$ cat config.mk
export PLATFORM = sky130hd
export DESIGN_NAME = adc_host_ctrl
export DESIGN_NICKNAME = d
export VERILOG_FILES = /design/src/rtl/adcm_pkg.sv /design/src/rtl/adcm_timer.sv /design/src/rtl/adcm_capture.sv /design/src/rtl/adc_host_ctrl.sv
export SDC_FILE = /design/constraint.sdc
export NUM_CORES = 1
export LEC_CHECK = 0
export BUFFER_PORTS_ARGS = -buffer_cell sky130_fd_sc_hd__clkbuf_2
export CORE_AREA = 10 10 85 105
export DETAILED_ROUTE_END_ITERATION = 7
export DIE_AREA = 0 0 95 115
export PLACE_DENSITY = 0.65
export REMOVE_ABC_BUFFERS = 1
export SLEW_MARGIN = 20
export SYNTH_ARGS = -nofsm -noshare
export SYNTH_HDL_FRONTEND = slang
export SYNTH_SLANG_ARGS = --single-unit
$ cat constraint.sdc
create_clock -name clk -period 1.8 [get_ports clk]
set_input_delay 0 -clock clk [delete_from_list [all_inputs] [get_ports clk]]
set_output_delay 0 -clock clk [all_outputs]
set_load 0.02 [all_outputs]
$ cat src/rtl/adcm_pkg.sv
package adcm_pkg;

    localparam int WORD_W = 16;
    localparam int BYTE_W = 8;

    typedef enum logic [3:0] {
        ST_IDLE,
        ST_F1_SET,
        ST_F1_LOW,
        ST_ACQ_HI,
        ST_F2_SET,
        ST_F2_LOW,
        ST_F2_HI,
        ST_EOC_WAIT,
        ST_F3_SET,
        ST_F3_LOW,
        ST_F3_HIB,
        ST_RELINQ,
        ST_ABORT
    } seq_st_e;

    typedef struct packed {
        logic shutdown;
        logic byte_mode;
    } host_req_t;

    typedef struct packed {
        logic [BYTE_W-1:0] hi;
        logic [BYTE_W-1:0] lo;
    } split_word_t;

    function automatic int unsigned max2(input int unsigned a, input int unsigned b);
        return (a > b) ? a : b;
    endfunction

    // states in which chip-select is driven low
    function automatic logic strobe_low(input seq_st_e s);
        return (s == ST_F1_LOW) || (s == ST_F2_LOW) || (s == ST_F3_LOW) || (s == ST_F3_HIB);
    endfunction

endpackage

$ cat src/rtl/adcm_timer.sv
module adcm_timer #(
    parameter int W = 8
) (
    input  logic         clk,
    input  logic         rst,
    input  logic         load,
    input  logic [W-1:0] value,
    output logic         done
);
    logic [W-1:0] cnt;

    always_ff @(posedge clk) begin
        if (rst)
            cnt <= '0;
        else if (load)
            cnt <= value;
        else if (cnt != '0)
            cnt <= cnt - 1'b1;
    end

    assign done = (cnt == '0);
endmodule

$ cat src/rtl/adcm_capture.sv
module adcm_capture
    import adcm_pkg::*;
(
    input  logic              clk,
    input  logic              rst,
    input  logic              clr,
    input  logic              cap_full,
    input  logic              cap_lo,
    input  logic              cap_hi,
    input  logic [WORD_W-1:0] din,
    output logic [WORD_W-1:0] word
);
    split_word_t w_q;

    always_ff @(posedge clk) begin
        if (rst || clr)
            w_q <= '0;
        else if (cap_full)
            w_q <= din;
        else if (cap_lo)
            w_q.lo <= din[BYTE_W-1:0];
        else if (cap_hi)
            w_q.hi <= din[BYTE_W-1:0];
    end

    assign word = w_q;

    AST_CAP_EXCL: assert property (@(posedge clk) disable iff (rst)
        $onehot0({cap_full, cap_lo, cap_hi, clr}));
endmodule

$ cat src/rtl/adc_host_ctrl.sv
module adc_host_ctrl
    import adcm_pkg::*;
#(
    parameter int unsigned CSL_CYC     = 12,
    parameter int unsigned CSH_CYC     = 8,
    parameter int unsigned ACQ_CYC     = 220,
    parameter int unsigned WAKE_CYC    = 2000000,
    parameter int unsigned DO_CYC      = 16,
    parameter int unsigned BR_CYC      = 16,
    parameter int unsigned EOC_TMO_CYC = 1200
) (
    input  logic              clk,
    input  logic              rst,
    input  logic              req_valid,
    output logic              req_ready,
    input  logic              req_shutdown,
    input  logic              req_byte,
    output logic              conv_cs_n,
    output logic              conv_rc,
    output logic              conv_hben,
    input  logic              conv_eoc_n,
    input  logic [WORD_W-1:0] conv_data,
    output logic              rsp_valid,
    output logic [WORD_W-1:0] rsp_data,
    output logic              rsp_error
);
    localparam int unsigned RD_CYC   = max2(CSL_CYC, DO_CYC);
    localparam int unsigned REL_CYC  = max2(CSH_CYC, BR_CYC);
    localparam int unsigned GAP_MAX  = max2(max2(RD_CYC, REL_CYC), CSL_CYC);
    localparam int unsigned LONG_MAX = max2(max2(ACQ_CYC, WAKE_CYC), EOC_TMO_CYC);
    localparam int GAP_W  = $clog2(GAP_MAX + 1);
    localparam int LONG_W = $clog2(LONG_MAX + 1);
    localparam int RUN_W  = GAP_W + 1;

    localparam logic [GAP_W-1:0]  G_CSL  = GAP_W'(CSL_CYC);
    localparam logic [GAP_W-1:0]  G_CSH  = GAP_W'(CSH_CYC);
    localparam logic [GAP_W-1:0]  G_RD   = GAP_W'(RD_CYC);
    localparam logic [GAP_W-1:0]  G_DO   = GAP_W'(DO_CYC);
    localparam logic [GAP_W-1:0]  G_REL  = GAP_W'(REL_CYC);
    localparam logic [LONG_W-1:0] L_ACQ  = LONG_W'(ACQ_CYC);
    localparam logic [LONG_W-1:0] L_WAKE = LONG_W'(WAKE_CYC);
    localparam logic [LONG_W-1:0] L_TMO  = LONG_W'(EOC_TMO_CYC);

    seq_st_e   state, nxt;
    host_req_t req_q;
    logic      dummy_q, wake_q, asleep_q;
    logic      rsp_valid_q, rsp_error_q;

    logic              gap_ld, long_ld, gap_done, long_done;
    logic [GAP_W-1:0]  gap_val;
    logic [LONG_W-1:0] long_val;
    logic              cap_full, cap_lo, cap_hi, cap_clr;
    logic              accept, finish, abort;

    adcm_timer #(.W(GAP_W)) u_gap (
        .clk(clk), .rst(rst), .load(gap_ld), .value(gap_val), .done(gap_done));

    adcm_timer #(.W(LONG_W)) u_long (
        .clk(clk), .rst(rst), .load(long_ld), .value(long_val), .done(long_done));

    adcm_capture u_cap (
        .clk(clk), .rst(rst), .clr(cap_clr), .cap_full(cap_full),
        .cap_lo(cap_lo), .cap_hi(cap_hi), .din(conv_data), .word(rsp_data));

    always_comb begin
        nxt      = state;
        gap_ld   = 1'b0;
        gap_val  = '0;
        long_ld  = 1'b0;
        long_val = '0;
        cap_full = 1'b0;
        cap_lo   = 1'b0;
        cap_hi   = 1'b0;
        cap_clr  = 1'b0;
        accept   = 1'b0;
        finish   = 1'b0;
        abort    = 1'b0;
        case (state)
            ST_IDLE: if (req_valid) begin
                accept = 1'b1;
                nxt    = ST_F1_SET;
            end
            ST_F1_SET: begin
                gap_ld = 1'b1; gap_val = G_CSL;
                long_ld = 1'b1; long_val = wake_q ? L_WAKE : L_ACQ;
                nxt = ST_F1_LOW;
            end
            ST_F1_LOW: if (gap_done) begin
                gap_ld = 1'b1; gap_val = G_CSH;
                nxt = ST_ACQ_HI;
            end
            ST_ACQ_HI: if (gap_done && long_done) nxt = ST_F2_SET;
            ST_F2_SET: begin
                gap_ld = 1'b1; gap_val = G_CSL;
                long_ld = 1'b1; long_val = L_TMO;
                nxt = ST_F2_LOW;
            end
            ST_F2_LOW: if (gap_done) begin
                gap_ld = 1'b1; gap_val = G_CSH;
                nxt = ST_F2_HI;
            end
            ST_F2_HI: if (gap_done) nxt = ST_EOC_WAIT;
            ST_EOC_WAIT: begin
                if (!conv_eoc_n)    nxt = ST_F3_SET;
                else if (long_done) nxt = ST_ABORT;
            end
            ST_F3_SET: begin
                gap_ld = 1'b1; gap_val = G_RD;
                nxt = ST_F3_LOW;
            end
            ST_F3_LOW: if (gap_done) begin
                gap_ld = 1'b1;
                if (req_q.byte_mode) begin
                    cap_lo = 1'b1; gap_val = G_DO; nxt = ST_F3_HIB;
                end else begin
                    cap_full = 1'b1; gap_val = G_REL; nxt = ST_RELINQ;
                end
            end
            ST_F3_HIB: if (gap_done) begin
                cap_hi = 1'b1;
                gap_ld = 1'b1; gap_val = G_REL;
                nxt = ST_RELINQ;
            end
            ST_RELINQ: if (gap_done) begin
                if (dummy_q) nxt = ST_F1_SET;
                else begin
                    finish = 1'b1;
                    nxt    = ST_IDLE;
                end
            end
            ST_ABORT: begin
                abort   = 1'b1;
                cap_clr = 1'b1;
                nxt     = ST_IDLE;
            end
            default: nxt = ST_IDLE;
        endcase
    end

    always_ff @(posedge clk) begin
        if (rst) begin
            state       <= ST_IDLE;
            req_q       <= '0;
            dummy_q     <= 1'b0;
            wake_q      <= 1'b0;
            asleep_q    <= 1'b1;
            rsp_valid_q <= 1'b0;
            rsp_error_q <= 1'b0;
        end else begin
            state       <= nxt;
            rsp_valid_q <= finish || abort;
            rsp_error_q <= abort;
            if (accept) begin
                req_q.shutdown  <= req_shutdown;
                req_q.byte_mode <= req_byte;
                dummy_q         <= asleep_q;
                wake_q          <= asleep_q;
            end
            if (state == ST_RELINQ && gap_done && dummy_q) begin
                dummy_q <= 1'b0;
                wake_q  <= 1'b0;
            end
            if (finish) asleep_q <= req_q.shutdown;
            if (abort)  asleep_q <= 1'b1;
        end
    end

    always_comb begin
        case (state)
            ST_F2_SET, ST_F2_LOW:             conv_rc = dummy_q ? 1'b0 : req_q.shutdown;
            ST_F3_SET, ST_F3_LOW, ST_F3_HIB:  conv_rc = 1'b1;
            default:                          conv_rc = 1'b0;
        endcase
    end

    assign conv_cs_n = !strobe_low(state);
    assign conv_hben = (state == ST_F3_HIB);
    assign req_ready = (state == ST_IDLE);
    assign rsp_valid = rsp_valid_q;
    assign rsp_error = rsp_error_q;

    // ---------------- protocol checks ----------------
    logic             cs_d;
    logic [RUN_W-1:0] run_q;
    logic [1:0]       fall_idx;
    logic             cs_fall;

    assign cs_fall = !conv_cs_n && cs_d;

    always_ff @(posedge clk) begin
        if (rst) begin
            cs_d     <= 1'b1;
            run_q    <= '1;
            fall_idx <= '0;
        end else begin
            cs_d <= conv_cs_n;
            if (conv_cs_n != cs_d) run_q <= '0;
            else if (run_q != '1)  run_q <= run_q + 1'b1;
            if (rsp_valid_q && rsp_error_q) fall_idx <= '0;
            else if (cs_fall) fall_idx <= (fall_idx == 2'd2) ? 2'd0 : fall_idx + 2'd1;
        end
    end

    AST_READY_IDLE: assert property (@(posedge clk) disable iff (rst)
        req_ready |-> conv_cs_n);
    AST_CS_LOW_WIDTH: assert property (@(posedge clk) disable iff (rst)
        (conv_cs_n && !cs_d) |-> (run_q >= RUN_W'(CSL_CYC)));
    AST_CS_HIGH_WIDTH: assert property (@(posedge clk) disable iff (rst)
        cs_fall |-> (run_q >= RUN_W'(CSH_CYC)));
    AST_RC_HOLD: assert property (@(posedge clk) disable iff (rst)
        (!conv_cs_n && !cs_d) |-> $stable(conv_rc));
    AST_FIRST_FALL_RC: assert property (@(posedge clk) disable iff (rst)
        (cs_fall && fall_idx == 2'd0) |-> !conv_rc);
    AST_THIRD_FALL_EOC: assert property (@(posedge clk) disable iff (rst)
        (cs_fall && fall_idx == 2'd2) |-> (!conv_eoc_n && conv_rc));
    AST_HBEN_BYTE_ONLY: assert property (@(posedge clk) disable iff (rst)
        conv_hben |-> (req_q.byte_mode && !conv_cs_n));
    AST_RSP_PULSE: assert property (@(posedge clk) disable iff (rst)
        rsp_valid |=> !rsp_valid);
endmodule

; After elaboration in Yosys (flattened, before gate mapping)
; Cells that the tools add are included.
[totals]
regBits = 52
output_inout_bits = 22
[op_classes]
mux = 44
n_reduce_logical = 29
add_sub_neg = 2
eq_ne = 22
[op_table]
columns = operator, n
row1 = $mux W21, 3
row2 = $pmux W4 S12, 1
row3 = $mux W4, 11
row4 = $pmux W21 S2, 1
row5 = $mux W8, 3
row6 = $logic_not A21 Y1, 1
row7 = $reduce_bool A21 Y1, 1
row8 = $sub A21 B1 Y21 const B, 1
row9 = $eq A4 B4 Y1 const B, 5
row10 = $pmux W5 S4, 1
row11 = $mux W1, 18
row12 = $eq A4 B3 Y1 const B, 4
row13 = $mux W16, 1
row14 = $ne A2 B2 Y1 const B, 8
row15 = $mux W5, 3
row16 = $reduce_or A2 Y1, 6
row17 = $reduce_and A9 Y1, 1
row18 = $eq A4 B2 Y1 const B, 2
row19 = $reduce_bool A2 Y1, 4
row20 = $reduce_or A3 Y1, 2
row21 = $logic_not A5 Y1, 1
row22 = $logic_or A1 B1 Y1, 5
row23 = $reduce_bool A5 Y1, 1
row24 = $sub A5 B1 Y5 const B, 1
row25 = other kinds (9), 12

; Depth between registers and ports, before layout
; Gate-level depths: netlist of run 1.
[logic_depth]
ltp_word = 6
mapped_depth = 8

; Cells and area by module
; A second synthesis of run 1 with hierarchy kept.
[hier_totals]
hier_cells = 351
hier_area_um2 = 2885.3
[modules_own_cells]
columns = mod, area_per_inst_um2, cells_each, n_inst, seq_area_each_um2
row1 = adcm_timer at u_long, 1157.4, 140, 1, 420.4
row2 = adc_host_ctrl, 749.5, 105, 1, 200.2
row3 = adcm_capture, 690.7, 74, 1, 320.3
row4 = adcm_timer at u_gap, 287.8, 32, 1, 100.1

; Least setup slack after synthesis of run 1
; No wires, ideal clock.
[synth_timing]
kind = register -> register
start = reg u_gap.cnt[0]
end = reg state[1]
path_stages_with_launch = 9
arrival_time_ns = 1.711
setup_time_ns = 0.086
path_slack_ns = 0.004
required_ns = 1.714
n_path_buf = 1
period_less_slack_ns = 1.796
cell_sequence = dfxtp_1 inv_1 ha_1 or4b_1 buf_2 maj3_2 nor2_1 nor2_1 a211oi_1
[synth_between]
elab_chain_cells = 4
word_cells_on_any_way = 10
cone_classes = 7 x eq/ne / 3 x reduce/logical
[synth_rtl]
columns = element, line
row1 = start: declaration, adcm_timer.sv:10  ; logic [W-1:0] cnt;
row2 = start signal: assignment, adcm_timer.sv:16  ; cnt <= value;
row3 = start signal: assignment, adcm_timer.sv:18  ; cnt <= cnt - 1'b1;
row4 = $logic_not A5 Y1 (*), adcm_timer.sv:21  ; assign done = (cnt == '0);
row5 = $logic_and A1 B1 Y1, adc_host_ctrl.sv:92  ; ST_ACQ_HI: if (gap_done && long_done) nxt = ST_F2_SET;
row6 = $ne A2 B2 Y1 (no source line), -
row7 = $reduce_and A9 Y1 (no source line) (*), -
row8 = end signal: assignment, adc_host_ctrl.sv:150  ; state <= nxt;
row9 = end: declaration, adc_host_ctrl.sv:44  ; seq_st_e state, nxt;
; Mark *: on every way between the ends. The rest lies on a longest branch, timed or not.
; A chain may end at the register's enable or synchronous reset.

; Worst setup path after layout of run 1
[layout_timing]
start = reg u_gap.cnt[1]
end = reg u_cap.w_q (netlist bit u_cap.word[13])
[layout_between]
elab_chain_cells = 5
word_cells_on_any_way = 11
cone_classes = 1 x eq/ne / 7 x mux / 3 x reduce/logical
[layout_rtl]
columns = element, line
row1 = $logic_not A5 Y1 (*), adcm_timer.sv:21
row2 = "$mux W1, on equally long branches", "adc_host_ctrl.sv:111, adc_host_ctrl.sv:119"
row3 = $mux W1, adc_host_ctrl.sv:78  ; case (state)
row4 = $ne A2 B2 Y1 (no source line) or $reduce_bool A2 Y1 (tied branches), -
row5 = $reduce_and A2 Y1 (no source line), -
row6 = end signal: assignment, adcm_capture.sv:19  ; w_q <= din;
row7 = end: declaration, adcm_capture.sv:13  ; split_word_t w_q;
; Marks and branches as above.

==> results of run 1 <==
-- power by group through the flow --
| stage | sequential, mW | clock (mW) | combinational (mW) |
|---|---|---|---|
| 3_3_place_gp | 1.74 | 0 | 3.99 |
| 6_report | 1.78 | 0.870 | 4.52 |
| 4_1_cts | 1.73 | 0.879 | 4.13 |
| 2_1_floorplan | 1.78 | 0 | 2.47 |
| 5_1_grt | 1.82 | 0.927 | 4.94 |
| 3_5_place_dp | 1.75 | 0 | 4.04 |
-- repair_timing --
item,in CTS,in global routing
hold buffers,11,1
setup endpoints to repair,5,38
hold endpoints to repair,11,1
pin swaps,2,19
resized for setup,4,55
gates cloned,0,1
buffers inserted,1,6
-- sequential cells by signal (all words and copies together) (netlist names) --
name / flops
u_long.cnt: 21
u_cap.word: 16
u_gap.cnt: 5
state: 4
req_q: 2
asleep_q: 1
rsp_error: 1
rsp_valid: 1
wake_q: 1
-- path summary, 6_finish.rpt --
path | from | end | cells past startpoint
setup / recovery | u_gap.cnt[1]$_SDFFE_PP0P_ | u_cap.word[13]$_SDFFE_PP0P_ | 9
setup reg to reg | u_gap.cnt[1]$_SDFFE_PP0P_ | u_cap.word[13]$_SDFFE_PP0P_ | 9
hold / removal | conv_data[15] | u_cap.word[15]$_SDFFE_PP0P_ | 3
hold reg to reg | u_cap.word[15]$_SDFFE_PP0P_ | u_cap.word[15]$_SDFFE_PP0P_ | 2
-- critical path: cells and delay by family, from the launching register on --
kind                     cells  cell delay (ps)
flip-flops                   1              330
buffers and inverters        4              450
AO/OA/AOI/OAI                1               40
AND/OR/NAND/NOR              3              760
adder cells (fa/ha/maj)      1              130
-- cell type report --
class / instances / area (um^2)
sequential: 52 / 1052
timing repair buffer: 116 / 882.1
fill: 603 / 2783
multi-input combinational: 256 / 1903
inverter: 10 / 37.54
clock inverter: 2 / 38.79
tap: 90 / 112.6
clock buffer: 6 / 82.58
-- logic make-up (layout without fill, tap and decap cells) --
logic type | count (synthesis) | after routing
AOI/OAI and AO/OA | 85 | 85
DFF | 52 | 52
adders and majority gates | 5 | 5
muxes | 19 | 19
and+or+nand+nor | 128 | 128
xor gates and xnor gates | 19 | 19
buffers and inverters | 30 | 134
-- per-layer routing --
layer | share of wire [%] | global-route usage [%] | vias up | wire, um
met5 | 0 | 0 | - | 0
met4 | 1.3 | 4.400 | 0 | 108
met3 | 4.4 | 4.044 | 12 | 371
met2 | 53 | 26.56 | 75 | 4406
met1 | 41 | 16.81 | 1363 | 3465
li1 | - | - | 1428 | -
-- layout by cell type, fill, tap and decap left out, drive strengths merged, types with 2 or more instances in the layout --
cell,instances
buf,60
dfxtp,52
clkbuf,50
nor2,44
a21oi,23
nand2,23
mux2i,19
a211oi,17
o21ai,15
xnor2,14
dlygate4sd3,12
nand3,11
nor4,11
inv,10
nor3,9
xor2,5
nor2b,4
nand2b,4
and3,4
a2111oi,4
ha,4
a22oi,3
o21a,3
nor3b,3
o31a,3
a21o,2
and2,2
or3,2
nand4,2
nor4b,2
o22ai,2
a31oi,2
or2,2
-- per-stage QoR --
stage / instances / hold slack [ps] / cell area, um^2
finish: 532 / -5.041 / 4109
global route: 532 / 16.66 / 4109
CTS: 524 / 2.830 / 3820
detailed placement: 504 / 243.0 / 3567
global placement: 504 / 232.1 / 3567
floorplan: 318 / 69.07 / 2804
==> impl_metrics.ini, run 1 <==
[drt]
drt-initial-drc-count = 127
vias_per_cell = 5.410
drtAntennaViolNets = 0
firstDrtPassIters = 5
route.detailed.drc = 0
wl_per_cell_um = 15.70
totalWireLength_um = 8351
via_count = 2878

[setup_path]
crit_path_top_delay_cell = dfxtp_2
critPathKind = reg2reg
max_stage_delay_ps = 330
worst_setup_path_start_kind = flip-flop
end_kind = flip-flop
cp_data_required_time_ps = 2010
reg2reg_setup_slack_ps = -0.03
critical_path.cell_chain = inv_2, ha_4, nor4b_4, nand2_2, nor3_4, buf_12, buf_8, buf_6, a211oi_2
timing.critical_path.fanout_max = 8
critPathArrivalTime_ps = 2010

[synthesis]
syn-instance-count = 338
postSynth.asyncResetShare_pct = 0
post_synth_most_frequent_cells = dfxtp_1 (52), nor2_1 (44), a21oi_1 (23), mux2i_1 (19), nand2_1 (19)
avgSynthCellArea_um2 = 8.607
yosys.cell_count.top_type = dfxtp_1
synth_seq_area_share_pct = 35.78
synth_seq_cells = 52
share_of_synthesized_area_spent_on_multiplexers_pct = 6.538
yosysWarnings = 0
cell_type_contributing_the_most_total_cell_area_after_synthesis = dfxtp_1
synth_top_flop_cell = dfxtp_1
synth_top_cells_by_area = dfxtp_1 (36%), mux2i_1 (6.5%), nor2_1 (5.7%)
synth-simple-area-share_pct = 24.73
synth.cell_area_um2 = 2909
main_combinational_cell_family_by_area_after_synthesis = simple AND/OR/NAND/NOR gates
post_synth_xor_area_fraction_pct = 5.720
synth_edf_count = 0
synth_compound_gate_area_share_pct = 20.22
yosysUniqueCellTypes = 66
synth-adder-area-share_pct = 2.108
synth_top_area_share_pct = 35.78

[die]
core_region_area_um2 = 6892
rows = 34
ios = 44
start_util_pct = 42.21
fp.dieW_um = 95
full_die_area_um2 = 10930
chipHeight_um = 115

[global_route]
number_of_global_route_vias_before_repair = 2902
overflow = 0
wire_length_of_the_first_global_routing_pass_um = 13390
antenna_found_initial = 0
grt_max_degree = 17
grt_use_total_pct = 14.90

[timing]
hold_viol_final = 1
crit_path_setup_slack_layout_ps = -0.02953
timing.clock.skew_ps = 13.28
fin_setup_tns_ps = -0.02953
post-route-period-util_pct = 100.0
period_needed_ps = 1800
final-setup-viol-count = 1
slew_at_the_pin_closest_to_its_max_slew_limit_ps = 472.0
number_of_pins_with_negative_max_slew_slack_in_the_final_report = 0
slew_headroom_pct = 68.29
clock.fmax_ghz = 0.5555
setup_repair_after_global_routing_missed_its_margin = true
fin_worst_hold_slack_ps = -5.041

[power_and_ir_drop]
power_report.internal_total_mw = 4.095
power.clock.fraction_pct = 12.1
combinationalPowerShare_pct = 63.1
share_seq_of_total_power_pct = 24.8
total_leakage_power_nw = 1.787
p_total_mw = 7.168
irDropWorstVdd_mv = 1.082
p_sw_share_pct = 42.87
power-per-cell-area_nw_per_um2 = 1745
power.switching_mw = 3.073

[place]
port_buffers = 43
gp_routability_congestion = 0.8319
hpwl_um = 5978
post_placement_worst_setup_slack_ps = -58.45

[cts]
clock_tree.htree_level_count = 2
cts_buffer_depth = 2
tritoncts = done
cts.root.buffer_cell = clkbuf_8
cts.sink_count = 52
tritoncts.num_buffers = 5
cts.clk_slew.worst_paths_ps = 100
insertion_delay_ps = 310

[final_layout]
layout-drive-gt1-share_pct = 38.46
p_r_area_growth_vs_syn_pct = 41.25
layout.nets = 467
layout.core_utilization_pct = 59.62
antenna_cells = 0

[outcome]
failed_checks = hold timing, setup timing
outcome = finished, violations left

[job]
drv.max_cap_violation_count = 0

[worst_hold_path]
hold_class = in2reg
No activity file was read; power rests on OpenSTA's default activity.
==> run 2: changes to the inputs <==
- CELL_PAD_IN_SITES_DETAIL_PLACEMENT: unset -> 1
- CELL_PAD_IN_SITES_GLOBAL_PLACEMENT: unset -> 1
- CORE_AREA: 10 10 85 105 -> 10 10 90 111
- DIE_AREA: 0 0 95 115 -> 0 0 100 121
- GPL_TIMING_DRIVEN: unset -> 1
- PLACE_DENSITY: 0.65 -> 0.74
==> impl_metrics.ini, run 2 (synthesized netlist as in run 1, its figures left out) <==
[outcome]
outcome = finished, violations left
failed_checks = setup timing

[final_layout]
p_r_area_growth_vs_syn_pct = 41.16
antenna_cells = 0
stdcell_count = 544
layout_common_cells = buf_4 (62), nor2_1 (44), clkbuf_2 (43), dfxtp_1 (40), nand2_1 (19)
layout_commonest_cell = buf_4
largest_register_ffs = 21
layout-drive-gt1-share_pct = 39.64
top_register = u_long.cnt
layout.nets = 474
nFillCells = 919

[setup_path]
crit_path_top_delay_cell = dfxtp_2
critical_path.cell_chain = inv_2, ha_4, nor4b_4, buf_4, nand4b_1, buf_6, mux2i_1, a211oi_1
cp_data_required_time_ps = 2030
end_kind = flip-flop
worst_setup_path_start_kind = flip-flop
critPathArrivalTime_ps = 2050
critPathKind = reg2reg
max_stage_delay_ps = 340
timing.critical_path.fanout_max = 8

[cts]
cts.root.buffer_cell = clkbuf_8
insertion_delay_ps = 320
cts_buffer_depth = 2
clock_tree.htree_level_count = 2
tritoncts.num_buffers = 5
tritoncts = done
cts.clk_slew.worst_paths_ps = 110
cts.sink_count = 52

[timing]
timing.clock.skew_ps = 6.511
crit_path_setup_slack_layout_ps = -20.33
hold_viol_final = 0
clock.fmax_ghz = 0.5494
fin_worst_hold_slack_ps = 3.246
setup_repair_after_global_routing_missed_its_margin = true
period_needed_ps = 1820
number_of_pins_with_negative_max_slew_slack_in_the_final_report = 0
slew_at_the_pin_closest_to_its_max_slew_limit_ps = 490.1
final-setup-viol-count = 1
slew_headroom_pct = 67.33
post-route-period-util_pct = 101.1

[drt]
wl_per_cell_um = 18.76
drt-initial-drc-count = 78
via_count = 2979
firstDrtPassIters = 4
drtAntennaViolNets = 0
totalWireLength_um = 10210
route.detailed.drc = 0
vias_per_cell = 5.476

[place]
place.detailed.instances = 509
port_buffers = 43
gp_routability_congestion = 0.8241
hpwl_um = 6958

[global_route]
grt_use_total_pct = 16.19
overflow = 0
number_of_global_route_vias_before_repair = 3230
wire_length_of_the_first_global_routing_pass_um = 16110
grt_max_degree = 21
antenna_found_initial = 0

[worst_hold_path]
hold_class = in2reg

[power_and_ir_drop]
power-per-cell-area_nw_per_um2 = 1799
p_total_mw = 7.388
total_leakage_power_nw = 1.793
irDropWorstVdd_mv = 0.8952

[die]
ios = 44
core_region_area_um2 = 7792
fp.dieW_um = 100
full_die_area_um2 = 12100
chipHeight_um = 121
start_util_pct = 37.33
rows = 36

[job]
drv.max_cap_violation_count = 0
## run 2: path summary, 6_finish.rpt
kind	slack, ps	start	end	cells past startpoint
max	-20	u_gap.cnt[0]$_SDFFE_PP0P_	u_cap.word[11]$_SDFFE_PP0P_	8
min	3	conv_data[10]	u_cap.word[10]$_SDFFE_PP0P_	3
max reg2reg	-20	u_gap.cnt[0]$_SDFFE_PP0P_	u_cap.word[11]$_SDFFE_PP0P_	8
min reg2reg	510	u_cap.word[12]$_SDFFE_PP0P_	u_cap.word[12]$_SDFFE_PP0P_	2
## run 2: final cells by class
| type | instances | area (um^2) | area share [%] |
|---|---|---|---|
| Clock inverter | 3 | 28.78 | 0.7008 |
| Inverter | 10 | 37.54 | 0.9141 |
| Tap cell | 95 | 118.9 | 2.895 |
| Multi-Input combinational cell | 256 | 1897 | 46.19 |
| Timing Repair Buffer | 123 | 894.6 | 21.79 |
| Sequential cell | 52 | 1061 | 25.84 |
| Clock buffer | 5 | 68.82 | 1.676 |
## run 2: power by group
| group | internal [mW] | leakage, nW | total, mW | switching (mW) |
|---|---|---|---|---|
| Combinational | 2.26 | 1.31 | 4.82 | 2.56 |
| Clock | 0.295 | 0.0511 | 0.763 | 0.467 |
| Sequential | 1.47 | 0.429 | 1.80 | 0.337 |
## run 2: critical path, delay by kind of cell, from the launching register on
family | cells | cell delay, ps
simple gates | 2 | 400
compound gates | 1 | 240
flops | 1 | 340
mux | 1 | 140
buf+inv | 3 | 460
fa+ha+maj | 1 | 140
## run 2: layer usage
layer | routed length, um | GRT usage [%]
met5 | 0 | 0
met4 | 202 | 5.221
met3 | 310 | 3.419
met2 | 5767 | 31.60
met1 | 3924 | 16.36
## run 2: per-stage QoR
step | util [%] | area, um^2 | TNS, ps | setup slack (ps)
finish | 52.70 | 4106 | -20.33 | -20.33
global route | 52.70 | 4106 | -674.6 | -119.3
CTS | 50.39 | 3926 | -6.022 | -6.022
detailed placement | 45.54 | 3548 | -878.8 | -99.57
global placement | 45.54 | 3548 | 0 | 28.83
floorplan | - | 2804 | -2418 | -170.5
## run 2: what timing repair did
action | 4_1_cts | 5_1_grt
buffers inserted | 8 | 4
setup endpoints to repair | 29 | 48
gates resized for setup | 17 | 41
hold endpoints to repair | 13 | 1
hold buffers | 13 | 1
pin swaps | 10 | 18
gates cloned | 1 | 0
